$ cat src/rtl/rsq_pkg.sv
package rsq_pkg;

  localparam int STATE_W = 3;

  typedef enum logic [STATE_W-1:0] {
    ST_RST_WAIT = 3'd0,
    ST_DIAG     = 3'd1,
    ST_HALT     = 3'd2,
    ST_STATUS   = 3'd3,
    ST_IDLE     = 3'd4
  } rsq_state_e;

  typedef struct packed {
    logic diag;
    logic halt;
    logic tx;
    logic idle;
  } rsq_req_t;

  function automatic rsq_req_t rsq_decode(input rsq_state_e s);
    rsq_req_t r;
    r = '0;
    case (s)
      ST_DIAG:   r.diag = 1'b1;
      ST_HALT:   r.halt = 1'b1;
      ST_STATUS: r.tx   = 1'b1;
      ST_IDLE:   r.idle = 1'b1;
      default:   r = '0;
    endcase
    return r;
  endfunction

endpackage

$ cat src/rtl/rsq_fsm.sv
module rsq_fsm
  import rsq_pkg::*;
(
  input  logic       clk,
  input  logic       rst,
  input  logic       oob_i,
  input  logic       phy_neg_i,
  input  logic       frm_valid_i,
  input  logic       frm_cbit_i,
  input  logic       frm_srst_i,
  input  logic       cmd_diag_i,
  input  logic       cmd_devrst_i,
  input  logic       diag_done_i,
  input  logic       halt_done_i,
  input  logic       tx_done_i,
  output rsq_state_e state_q,
  output rsq_state_e state_d
);

  logic go_halt, go_diag;

  // idle-branch decode; soft reset outranks device reset, which outranks diagnostics
  assign go_halt = frm_valid_i & (frm_srst_i | (frm_cbit_i & cmd_devrst_i));
  assign go_diag = frm_valid_i & ~frm_srst_i & frm_cbit_i & ~cmd_devrst_i & cmd_diag_i;

  always_comb begin
    state_d = state_q;
    if (oob_i) begin
      state_d = ST_RST_WAIT;
    end else begin
      case (state_q)
        ST_RST_WAIT: if (phy_neg_i)   state_d = ST_DIAG;
        ST_DIAG:     if (diag_done_i) state_d = ST_STATUS;
        ST_HALT:     if (halt_done_i) state_d = ST_STATUS;
        ST_STATUS:   if (tx_done_i)   state_d = ST_IDLE;
        ST_IDLE: begin
          if (go_halt)      state_d = ST_HALT;
          else if (go_diag) state_d = ST_DIAG;
        end
        default: state_d = ST_RST_WAIT;
      endcase
    end
  end

  always_ff @(posedge clk) begin
    if (rst) state_q <= ST_RST_WAIT;
    else     state_q <= state_d;
  end

  // wait holds while the physical layer keeps reset asserted
  assert_hold_wait_R3: assert property (@(posedge clk) disable iff (rst)
    (state_q == ST_RST_WAIT && !phy_neg_i) |=> (state_q == ST_RST_WAIT));

  // diagnostics stay requested until done
  assert_diag_hold_R4: assert property (@(posedge clk) disable iff (rst)
    (state_q == ST_DIAG && !diag_done_i && !oob_i) |=> (state_q == ST_DIAG));

  // soft-reset frame in idle leads to halt
  assert_srst_halt_R6: assert property (@(posedge clk) disable iff (rst)
    (state_q == ST_IDLE && frm_valid_i && frm_srst_i && !oob_i) |=> (state_q == ST_HALT));

endmodule

$ cat src/rtl/rsq_status.sv
module rsq_status
  import rsq_pkg::*;
(
  input  logic       clk,
  input  logic       rst,
  input  rsq_state_e state_q,
  input  logic       diag_done_i,
  input  logic       diag_pass_i,
  input  logic       halt_done_i,
  output logic       good_o
);

  always_ff @(posedge clk) begin
    if (rst) begin
      good_o <= 1'b0;
    end else if (state_q == ST_DIAG && diag_done_i) begin
      good_o <= diag_pass_i;
    end else if (state_q == ST_HALT && halt_done_i) begin
      good_o <= 1'b1;
    end
  end

  // flag is frozen while the status frame is outstanding
  assert_flag_stable_R5: assert property (@(posedge clk) disable iff (rst)
    (state_q == ST_STATUS) |=> $stable(good_o));

endmodule

$ cat src/rtl/rsq_outreg.sv
module rsq_outreg
  import rsq_pkg::*;
(
  input  logic       clk,
  input  logic       rst,
  input  rsq_state_e state_d,
  input  logic       tx_done_i,
  input  logic       oob_i,
  output rsq_req_t   req_o
);

  always_ff @(posedge clk) begin
    if (rst) req_o <= '0;
    else     req_o <= rsq_decode(state_d);
  end

  // requests and idle are mutually exclusive
  assert_excl_R11: assert property (@(posedge clk) disable iff (rst)
    $onehot0({req_o.diag, req_o.halt, req_o.tx, req_o.idle}));

  // transmit request held until acknowledged, then idle
  assert_tx_hold_R5: assert property (@(posedge clk) disable iff (rst)
    (req_o.tx && !tx_done_i && !oob_i) |=> req_o.tx);
  assert_tx_idle_R5: assert property (@(posedge clk) disable iff (rst)
    (req_o.tx && tx_done_i && !oob_i) |=> req_o.idle);

endmodule

$ cat src/rtl/dev_reset_seq.sv
module dev_reset_seq
  import rsq_pkg::*;
(
  input  logic clk,
  input  logic rst,
  input  logic oob_reset_i,
  input  logic phy_rst_neg_i,
  input  logic frm_valid_i,
  input  logic frm_cbit_i,
  input  logic frm_srst_i,
  input  logic cmd_diag_i,
  input  logic cmd_devrst_i,
  input  logic diag_done_i,
  input  logic diag_pass_i,
  input  logic halt_done_i,
  input  logic tx_done_i,
  output logic diag_start_o,
  output logic halt_req_o,
  output logic tx_req_o,
  output logic tx_good_o,
  output logic idle_o
);

  rsq_state_e state_q, state_d;
  rsq_req_t   req;
  logic       good;

  rsq_fsm u_fsm (
    .clk          (clk),
    .rst          (rst),
    .oob_i        (oob_reset_i),
    .phy_neg_i    (phy_rst_neg_i),
    .frm_valid_i  (frm_valid_i),
    .frm_cbit_i   (frm_cbit_i),
    .frm_srst_i   (frm_srst_i),
    .cmd_diag_i   (cmd_diag_i),
    .cmd_devrst_i (cmd_devrst_i),
    .diag_done_i  (diag_done_i),
    .halt_done_i  (halt_done_i),
    .tx_done_i    (tx_done_i),
    .state_q      (state_q),
    .state_d      (state_d)
  );

  rsq_status u_status (
    .clk         (clk),
    .rst         (rst),
    .state_q     (state_q),
    .diag_done_i (diag_done_i),
    .diag_pass_i (diag_pass_i),
    .halt_done_i (halt_done_i),
    .good_o      (good)
  );

  rsq_outreg u_outreg (
    .clk       (clk),
    .rst       (rst),
    .state_d   (state_d),
    .tx_done_i (tx_done_i),
    .oob_i     (oob_reset_i),
    .req_o     (req)
  );

  assign diag_start_o = req.diag;
  assign halt_req_o   = req.halt;
  assign tx_req_o     = req.tx;
  assign idle_o       = req.idle;
  assign tx_good_o    = req.tx & good;

  // out-of-band reset clears every request in the next cycle
  assert_oob_clear_R2: assert property (@(posedge clk) disable iff (rst)
    oob_reset_i |=> !(diag_start_o || halt_req_o || tx_req_o || idle_o));

  // halt acknowledge leads to good status
  assert_halt_good_R9: assert property (@(posedge clk) disable iff (rst)
    (halt_req_o && halt_done_i && !oob_reset_i) |=> (tx_req_o && tx_good_o));

  // diagnostic completion leads to status carrying the result
  assert_diag_status_R4: assert property (@(posedge clk) disable iff (rst)
    (diag_start_o && diag_done_i && !oob_reset_i) |=> (tx_req_o && (tx_good_o == $past(diag_pass_i))));

endmodule

$ cat config.mk
export PLATFORM = sky130hd
export DESIGN_NAME = dev_reset_seq
export DESIGN_NICKNAME = d
export VERILOG_FILES = /design/src/rtl/rsq_pkg.sv /design/src/rtl/rsq_fsm.sv /design/src/rtl/rsq_status.sv /design/src/rtl/rsq_outreg.sv /design/src/rtl/dev_reset_seq.sv
export SDC_FILE = /design/constraint.sdc
export NUM_CORES = 1
export LEC_CHECK = 0
export ABC_AREA = 1
export BUFFER_PORTS_ARGS = -buffer_cell sky130_fd_sc_hd__buf_2
export CORE_AREA = 3 3 40 42
export CTS_CLUSTER_DIAMETER = 200
export DETAILED_ROUTE_END_ITERATION = 10
export DIE_AREA = 0 0 43 45
export HOLD_SLACK_MARGIN = 0.15
export SLEW_MARGIN = 20
export SYNTH_ARGS = -nofsm -noshare
export SYNTH_HDL_FRONTEND = slang
export SYNTH_SLANG_ARGS = --single-unit
$ cat constraint.sdc
create_clock -name clk -period 1.35 [get_ports clk]
set_clock_uncertainty 0.05 [all_clocks]
set_input_delay 0.2025 -clock clk [delete_from_list [all_inputs] [get_ports clk]]
set_output_delay 0.2025 -clock clk [all_outputs]
set_load 0.005 [all_outputs]
==> results.txt, run 1 <==
Global-route wire length before repair: 1390 um
Setup violation total in the final timing report: 0
Via Count: 431
RePlAce Congestion: 0.769
Sum of negative setup slack: 0 ns
Clock tree from TritonCTS: yes
Core region area: 1280 sq um
Launching element type of the critical path: register
Overall routing resource usage: 10.2%
Combinational Power Share: 12.3%
Peak VDD IR: 0.000517 V
Post-detailed-route wirelength per cell: 8.63 um
Gates resized, CTS repair: 0
Worst-margin pin slew: 0.158 ns
Final worst-path cycle share: 85.6%
Unrepaired setup endpoints after global routing: no
Initial core utilization: 31.7%
Total of fill cells in the finished design: 145
Count of final max-slew check failures: 0
Number of antenna violations at the first check in global routing: 0
Die Height: 45 um
Number of input and output port buffers inserted: 17
Logic depth of the worst register-to-register path: 8
Register area: 160 sq um
Max H-tree Level: 1
Row count: 13
Number of nets at the end of the flow: 102
Largest net degree at the start of global routing: 6
Overall Power: 487 uW
Multi-input logic area: 199 sq um
Final wirelength: 880 um
Die area: 1940 sq um
Minimum clock period after layout: 1.16 ns
Floorplan die width: 43 um
Critical Path End Type: register
Clock latency at the later pin of the worst-skew pair: 0.25 ns
Share of power burned in registers: 50.5%
Pwr/cell area: 895 nW/um^2
# IOs: 18
Length of the first detailed-routing pass in iterations: 4
Clock transition at the registers of the reported paths: 0.06 ns
Max_slew headroom: 89.4%
Netlist cell types: 12
Residual overflow from global routing: 0
Clock buffers created by TritonCTS: 3
Highest net fanout along the worst path: 5
Number of violations of the max-capacitance limit: 0
Start-to-end type of the worst setup path: reg2reg
CTS Root Buffer Type: clkbuf_4
Final Non-Filler Cells: 102
Gate count of the mapped netlist: 66
CTS Sinks: 8
Clock power frac: 37.2%
Count of hold-fix buffers inserted at cts: 1
Arr. time, crit path: 1.27 ns
Max Clock Freq: 865 MHz
1st-iter DRT viols: 1
Final routed DRC violation total: 0
Post-Place Cells: 98
Sequential element share of the synthesized area: 39.3%
Number of warnings issued by yosys: 0
Total leakage power: 0.000331 uW
Layout cell share with drive strength beyond 1: 27.6%
Tightest Hold Check Type: in2reg
Internal power contribution: 374 uW
Switching power: 113 uW
Maximum number of buffers from clock root to sink: 2
Number of global-route vias before repair: 382
Worst endpoint required time: 1.46 ns
DP HPWL: 740 um
Mean cell area of the mapped netlist: 6.18 sq um
Final hold violation count: 0
Run status: finished, final reports clean
Antenna Cells: 0
Area grow syn2layout: 33.4%
Sw Ratio: 23.3%
Number of setup buffers added after CTS: 0
Number of vias per cell: 4.23
Count of antenna-violating nets left after detailed routing: 0
Hold Path Stages: 3
Area of the mapped netlist: 408 sq um
Flip-flop and latch count after synthesis: 8
Number of nets in the synthesized netlist: 79
path summary, 6_finish.rpt:
| kind | start | end | slack, ns |
|---|---|---|---|
| min reg2reg | u_status.good_o | u_status.good_o | 0.47 |
| max | u_fsm.state_q[1] | u_outreg.req_o[2] | 0.19 |
| max reg2reg | u_fsm.state_q[1] | u_outreg.req_o[2] | 0.19 |
| min | diag_pass_i | u_status.good_o | 0.17 |
cell usage in the layout, fill, tap and decap left out, drive strengths merged:
cell type     n
nor2         13
o21ai         2
dfxtp         8
a21oi         2
inv          13
nand3         4
and3          1
dlygate4sd3   1
nand2        22
nand4         1
buf          17
clkbuf        3
cell families after synthesis:
group | after synthesis | share of synthesized area, %
AND/OR/NAND/NOR | 41 | 43.9
buffers and inverters | 13 | 12.0
flip-flops | 8 | 39.3
AO/OA/AOI/OAI | 4 | 4.91
layer usage:
layer  vias to the layer above  global-route usage [%]  routed length [um]  part of all wire [%]
li1                        241                       -                   -                     -
met1                       173                    10.9                 399                    45
met2                        13                    15.6                 378                    43
met3                         4                    6.37                  73                   8.3
met4                         0                    5.42                  29                   3.3
met5                         -                       0                   0                     0
synthesized netlist by cell type:
library cell	count	area, sq um
a21oi_1	2	10.0
and3_4	1	11.3
dfxtp_1	8	160
inv_1	13	48.8
nand2_1	21	78.8
nand2_2	1	6.26
nand3_1	3	15.0
nand3_2	1	10.0
nand4_1	1	6.26
nor2_1	12	45.0
nor2_2	1	6.26
o21ai_0	2	10.0
critical path: stages, from the launching register on:
cell and delay (ns):
dfxtp_1 0.34, nor2_1 0.11, nand2_1 0.07, a21oi_1 0.15, nand2_1 0.08, nand2_1 0.07
nand2_1 0.09, nand2_1 0.08, nor2_1 0.04
per-stage QoR:
step                setup slack [ns]  area, sq um  util (%)  hold slack, ns
detailed placement             0.185          512      39.8           0.383
CTS                            0.193          544      42.4           0.171
global placement               0.143          512      39.8           0.389
finish                         0.194          544      42.4           0.173
floorplan                      0.282          408         -           0.225
global route                  0.0624          544      42.4           0.219
power by group through the flow:
stage	Combinational, uW	Clock, uW	Sequential (uW)
after detailed placement	58.2	0	251
after global routing	69.5	199	246
after CTS	60.6	189	246
after floorplan	30.9	0	250
after global placement	59.6	0	251
final	59.8	181	246
area by class of cell:
type | count | share of cell area [%]
clock buffer | 3 | 4.14
inverter | 13 | 8.97
multi-input combinational | 45 | 36.6
sequential | 8 | 29.4
tap | 15 | 3.45
timing repair buffer | 18 | 17.5
registers in the layout, summed over array words and instances (netlist names):
signal,cells
u_fsm.state_q,3
u_outreg.req_o,4
u_status.good_o,1
Power figures use the tool's default switching activity.
==> run 2: changes to the inputs <==
--- a/config.mk
+++ b/config.mk
@@ -15,4 +15,5 @@
 export SLEW_MARGIN = 20
 export SYNTH_ARGS = -nofsm -noshare
 export SYNTH_HDL_FRONTEND = slang
+export SYNTH_HIERARCHICAL = 1
 export SYNTH_SLANG_ARGS = --single-unit
==> run 2 against run 1 <==
  * Count of clock-buffer cells in the layout unchanged
  * Global-route usage grew 0.82 points
  * Worst hold slack improved by 0.012 ns
  * Final cell count is 17% higher
  * Fmax shrank 8.5%
  * Setup slack worse by 0.11 ns
  * Critical path depth unchanged
  * Sequential cell count is the same
  * Wire length grew 6.9%
  * Register-to-register slack lost 0.11 ns
  * Synthesized cell count rose by 24%
  * Design area rose by 21%
  * Critical path type unchanged
==> results.txt, run 2 <==
Run status: finished, final reports clean
Count of antenna-violating nets left after detailed routing: 0 (unchanged)
End point of the critical path: u_outreg/req_o[1]
Predominant post-synthesis flop cell: dfxtp_1
Total of fill cells in the finished design: 152 (+4.8%)
Largest register by flop count: u_outreg/req_o
Largest net degree at the start of global routing: 8 (+2)
Logic depth of the worst register-to-register path: 8 (unchanged)
Library cell with the largest summed area after synthesis: dfxtp_1
Max Clock Freq: 791 MHz (-8.5%)
Critical R2R Capture: u_outreg/req_o[1]
Xor/xnor cell area share of the yosys netlist: 0% (unchanged)
CTS Sinks: 8 (unchanged)
Clock latency at the later pin of the worst-skew pair: 0.24 ns (about the same)
Overall routing resource usage: 11.0% (+0.82 points)
Max H-tree Level: 1 (unchanged)
Launching element type of the critical path: register
Longest individual stage delay on the worst path: 0.36 ns (+0.02 ns)
Number of nets in the synthesized netlist: 95 (+20%)
Initial core utilization: 37.2% (+5.5 points)
Final routed DRC violation total: 0 (unchanged)
Post-synth EDFFs: 0 (unchanged)
DP Area: 589 sq um (+15%)
# IOs: 18 (unchanged)
Final hold violation count: 0 (unchanged)
Internal reg-to-reg setup slack: 0.09 ns (-0.11 ns)
Post-detailed-route wirelength per cell: 7.91 um (-8.3%)
Most common cell in the netlist: nand2_1
Row count: 13 (unchanged)
Area grow syn2layout: 38.2%
Netlist cell types: 15 (+3)
Top library cells by usage in the layout, fill and taps aside: nand2_1 (23), buf_2 (17), inv_1 (16)
Series of cell instances along the critical path: nor2_2 > nand2_1 > a21oi_2 > nand2_1 > a21oi_2 > inv_2 > nand2_2 > nor2_1
Clock buffers created by TritonCTS: 3 (unchanged)
Most common library cells after synthesis: nand2_1 (28), inv_1 (18), nor2_1 (12)
DP HPWL: 781 um (+5.5%)
Critical path depth: 8 (unchanged)
Number of input and output port buffers inserted: 17 (unchanged)
Via Count: 512 (+19%)
Post-synth ARST share: 0% (unchanged)
Pwr/cell area: 747 nW/um^2 (-17%)
Length of the first detailed-routing pass in iterations: 4 (unchanged)
Tightest Hold Check Type: in2reg
Number of setup buffers added after CTS: 0 (unchanged)
Setup violation total in the final timing report: 0 (unchanged)
Worst-margin pin slew: 0.170 ns (+0.0116 ns)
Maximum number of buffers from clock root to sink: 2 (unchanged)
Clock tree from TritonCTS: yes
Arr. time, crit path: 1.35 ns (+0.08 ns)
Largest registers: u_outreg/req_o x4, u_fsm/state_q x3, u_status/good_o x1
Start-to-end type of the worst setup path: reg2reg
Number of nets at the end of the flow: 119 (+17%)
Layout cell share with drive strength beyond 1: 37.5% (+9.9 points)
Worst endpoint required time: 1.44 ns (-0.02 ns)
Total leakage power: 0.000388 uW (+17%)
Gate count of the mapped netlist: 82 (+24%)
Mean cell area of the mapped netlist: 5.83 sq um (-5.7%)
Number of warnings issued by yosys: 6 (+6)
Unrepaired setup endpoints after global routing: yes
Final worst-path cycle share: 93.6% (+8.0 points)
Final design area excluding fillers: 661 sq um (+21%)
Die Height: 45 um (unchanged)
Largest register FFs: 4 (unchanged)
RePlAce Congestion: 0.776 (+0.86%)
Sequential element share of the synthesized area: 33.5% (-5.8 points)
Core region area: 1280 sq um (unchanged)
Highest net fanout along the worst path: 5 (unchanged)
Mux cell area share after synthesis: 0% (unchanged)
Buffering stage count on the worst path with inverters included: 1 (+1)
Commonest non-fill, non-tap cell in the layout: nand2_1
Number of global-route vias before repair: 442 (+16%)
Critical Path End Type: register
Launch point of the worst path: u_fsm/state_q[1]
Post-Synth Simple-Gate Area: 46.9% (+3.0 points)
Dominant combinational cell family by area after synthesis: simple AND/OR/NAND/NOR gates
Dominant delay contributor by cell family on the critical path: simple AND/OR/NAND/NOR gates
Global-route wire length before repair: 1610 um (+16%)
Count of final max-slew check failures: 0 (unchanged)
Final wirelength: 941 um (+6.9%)
Overall Power: 493 uW (+1.3%)
1st-iter DRT viols: 4 (+3)
Post-synth top area share: 33.5% (-5.8 points)
Worst R2R Start: u_fsm/state_q[1]
Antenna Cells: 0 (unchanged)
Share of the synthesized area in compound gates (AO/OA/AOI/OAI): 4.71% (-0.20 points)
Clock transition at the registers of the reported paths: 0.05 ns (about the same)
Area of the mapped netlist: 478 sq um (+17%)
Leading cell types by total area after synthesis: dfxtp_1 (34%), nand2_1 (22%), inv_1 (14%), nor2_1 (9.4%), a21oi_2 (3.7%)
Flip-flop and latch count after synthesis: 8 (unchanged)
Number of violations of the max-capacitance limit: 0 (unchanged)
Residual overflow from global routing: 0 (unchanged)
Peak VDD IR: 0.000631 V (+22%)
Minimum clock period after layout: 1.26 ns (+0.108 ns)
Cell at the slowest stage of the critical path: dfxtp_4
Floorplan die width: 43 um (unchanged)
Max_slew headroom: 88.7% (-0.76 points)
Number of vias per cell: 4.30 (+1.8%)
Die area: 1940 sq um (unchanged)
Share of synthesized cell area in full adder, half adder and majority cells: 0% (unchanged)
CTS Root Buffer Type: clkbuf_4
Number of antenna violations at the first check in global routing: 0 (unchanged)
-- run 2: layout make-up --
cell class	count	area, sq um	area share (%)
Multi-Input combinational cell	55	277	41.9
Timing Repair Buffer	19	103	15.5
Tap cell	15	18.8	2.84
Sequential cell	8	169	25.6
Inverter	19	71.3	10.8
Clock buffer	3	22.5	3.41
-- run 2: tightest hold or removal path: stages --
cell,delay (ns)
buf_2,0.09
a21oi_2,0.05
nand2_1,0.06
nor2_1,0.04
-- run 2: logic make-up after synthesis --
group,after synthesis
compound gates,3
simple gates,52
flops,8
buf+inv,19
-- run 2: power breakdown --
group	total (uW)	internal (uW)	switching [uW]
combinational	76.4	37.8	38.6
sequential	246	240	5.70
clock	171	101	70.2
-- run 2: layer usage --
metal / global-route usage, % / up-vias / routed length [um]
met3: 4.78 / 0 / 51
met2: 18.6 / 14 / 415
met4: 3.61 / 0 / 0
met1: 12.6 / 215 / 474
met5: 0 / - / 0
li1: - / 283 / -
-- run 2: timing repair --
item / in CTS / in global routing
endpoints found under the hold margin: 2 / 0
setup endpoints to repair: 3 / 4
pin swaps: 0 / 4
hold buffers: 1 / 0
resized for setup: 1 / 15
-- run 2: through the flow --
step	hold slack, ns	util [%]	setup WS, ns	instances	setup TNS [ns]
finish	0.186	51.4	0.0859	119	0
global route	0.204	51.4	-0.0143	119	-0.0427
CTS	0.182	48.5	0.0113	119	0
detailed placement	0.376	45.9	-0.0387	115	-0.0666
global placement	0.380	45.9	-0.0420	115	-0.0698
floorplan	0.225	-	0.0923	82	0
-- run 2: worst min-delay path by stage --
stage	from	endpoint	slack (ns)	depth (start not counted)
after global routing	oob_reset_i	u_outreg/req_o[0]	0.20	4
after global placement	rst	u_fsm/state_q[0]	0.38	2
after detailed placement	rst	u_fsm/state_q[1]	0.38	2
final	oob_reset_i	u_outreg/req_o[0]	0.19	4
after floorplan	rst	u_fsm/state_q[0]	0.22	1
after CTS	oob_reset_i	u_outreg/req_o[0]	0.18	4
==> run 3: changes to the inputs <==
--- a/config.mk
+++ b/config.mk
@@ -6,7 +6,7 @@
 export NUM_CORES = 1
 export LEC_CHECK = 0
 export ABC_AREA = 1
-export BUFFER_PORTS_ARGS = -buffer_cell sky130_fd_sc_hd__buf_2
+export BUFFER_PORTS_ARGS = -buffer_cell sky130_fd_sc_hd__buf_4
 export CORE_AREA = 3 3 40 42
 export CTS_CLUSTER_DIAMETER = 200
 export DETAILED_ROUTE_END_ITERATION = 10
@@ -15,5 +15,4 @@
 export SLEW_MARGIN = 20
 export SYNTH_ARGS = -nofsm -noshare
 export SYNTH_HDL_FRONTEND = slang
-export SYNTH_HIERARCHICAL = 1
 export SYNTH_SLANG_ARGS = --single-unit
==> run 3 against run 2 <==
  * Critical path type unchanged
  * Utilization shrank 5.7 points
  * Fmax rose by 8.5%
  * First-iteration DRC count rose to 4.8 times the previous value
  * Register-to-register slack improved by 0.099 ns
  * Largest cell class unchanged
==> results.txt, run 3 (synthesis results as in run 1) <==
Final routed DRC violation total: 0 (unchanged)
Post-Place Setup Slack: 0.178 ns (+0.216 ns)
Core region area: 1280 sq um (unchanged)
Top library cells by usage in the layout, fill and taps aside: nand2_1 (21), buf_4 (17), inv_1 (13)
Number of vias per cell: 4.27 (-0.65%)
Number of nets at the end of the flow: 102 (-14%)
Minimum clock period after layout: 1.16 ns (-0.0993 ns)
Largest registers: u_outreg.req_o x4, u_fsm.state_q x3, u_status.good_o x1
Max Clock Freq: 859 MHz (+8.5%)
Row count: 13 (unchanged)
Worst-margin pin slew: 0.161 ns (-0.00919 ns)
Switching power: 110 uW (-3.7%)
Clock latency at the later pin of the worst-skew pair: 0.24 ns (about the same)
Tightest Hold Check Type: in2reg
Clock power frac: 35.9% (+1.2 points)
Clock transition at the registers of the reported paths: 0.05 ns (about the same)
Max_slew headroom: 89.3% (+0.61 points)
Floorplan die width: 43 um (unchanged)
Initial core utilization: 31.7% (-5.5 points)
Maximum number of buffers from clock root to sink: 2 (unchanged)
Number of violations of the max-capacitance limit: 0 (unchanged)
Sum of negative setup slack: 0 ns (unchanged)
# IOs: 18 (unchanged)
Start-to-end type of the worst setup path: reg2reg
Post-detailed-route wirelength per cell: 8.85 um (+12%)
Internal reg-to-reg setup slack: 0.19 ns (+0.10 ns)
Antenna Cells: 0 (unchanged)
Max H-tree Level: 1 (unchanged)
Sw Ratio: 22.3% (-0.91 points)
Layout cell share with drive strength beyond 1: 27.6% (-9.9 points)
Overall routing resource usage: 10.5% (-0.49 points)
Number of antenna violations at the first check in global routing: 0 (unchanged)
Commonest non-fill, non-tap cell in the layout: nand2_1
Setup violation total in the final timing report: 0 (unchanged)
1st-iter DRT viols: 19 (+15)
Total leakage power: 0.000341 uW (-12%)
Internal power contribution: 384 uW (+1.4%)
Overall Power: 494 uW (+0.22%)
Count of final max-slew check failures: 0 (unchanged)
Number of setup buffers added after CTS: 0 (unchanged)
Peak VDD IR: 0.000622 V (-1.4%)
Gates resized, CTS repair: 0 (-1)
Share of power burned in registers: 49.7% (about the same)
Arr. time, crit path: 1.27 ns (-0.08 ns)
Run status: finished, final reports clean
Clock buffers created by TritonCTS: 3 (unchanged)
Final worst-path cycle share: 86.3% (-7.4 points)
Highest net fanout along the worst path: 5 (unchanged)
Pwr/cell area: 842 nW/um^2 (+13%)
Clock tree from TritonCTS: yes
Number of input and output port buffers inserted: 17 (unchanged)
Via Count: 436 (-15%)
Residual overflow from global routing: 0 (unchanged)
DP HPWL: 771 um (-1.3%)
Worst slack on hold paths: 0.198 ns (+0.0126 ns)
Die area: 1940 sq um (unchanged)
Worst endpoint required time: 1.45 ns (about the same)
Unrepaired setup endpoints after global routing: no
Area grow syn2layout: 43.9%
Critical Path End Type: register
Die Height: 45 um (unchanged)
Final worst-path setup slack: 0.185 ns (+0.0993 ns)
CTS Sinks: 8 (unchanged)
Final core area utilization: 45.7% (-5.7 points)
Launching element type of the critical path: register
Combinational Power Share: 14.4% (-1.1 points)
Number of global-route vias before repair: 397 (-10%)
Largest net degree at the start of global routing: 6 (-2)
Largest register FFs: 4 (unchanged)
RePlAce Congestion: 0.737 (-5.0%)
Global-route wire length before repair: 1480 um (-8.1%)
Count of antenna-violating nets left after detailed routing: 0 (unchanged)
Length of the first detailed-routing pass in iterations: 4 (unchanged)
Largest register by flop count: u_outreg.req_o
Final wirelength: 903 um (-4.0%)
Final hold violation count: 0 (unchanged)
CTS Root Buffer Type: clkbuf_4
[run 3: critical path: stages, from the launching register on]
cell,delay (ns)
dfxtp_1,0.34
nor2_1,0.11
nand2_1,0.07
a21oi_1,0.16
nand2_1,0.07
nand2_1,0.08
nand2_1,0.09
nand2_1,0.07
nor2_1,0.04
[run 3: through the flow]
step / instance area [sq um] / std cells
2_1_floorplan: 408 / 66
3_3_place_gp: 554 / 98
3_5_place_dp: 554 / 98
4_1_cts: 587 / 102
5_1_grt: 587 / 102
6_report: 587 / 102
[run 3: cell type report]
cell class,count,area (sq um)
multi-input combinational,45,199
timing repair buffer,18,138
inverter,13,48.8
tap,15,18.8
sequential,8,160
fill,145,698
clock buffer,3,22.5
[run 3: routing by layer]
metal  vias up  GRT usage (%)  routed length [um]
met5         -              0                   0
met4         0           1.81                   0
met3         0           6.37                  65
met2        12           18.6                 446
met1       182           10.9                 391
li1        242              -                   -
[run 3: timing repair]
| item | 4_1_cts | 5_1_grt |
|---|---|---|
| hold buffers | 1 | 0 |
| endpoints found under the hold margin | 4 | 0 |
| setup endpoints to repair | 0 | 0 |
[run 3: power by group through the flow]
stage	combinational [uW]	sequential, uW	clock (uW)
finish	71.2	246	177
global route	81.6	246	203
CTS	71.8	246	187
detailed placement	69.3	251	0
global placement	70.3	251	0
floorplan	30.9	250	0
[run 3: path summary, 6_finish.rpt]
kind / start / endpoint / depth (start not counted)
worst max-delay path: u_fsm.state_q[1] / u_outreg.req_o[2] / 8
worst min-delay path: diag_pass_i / u_status.good_o / 3
worst max register to register: u_fsm.state_q[1] / u_outreg.req_o[2] / 8
worst min register to register: u_status.good_o / u_status.good_o / 2
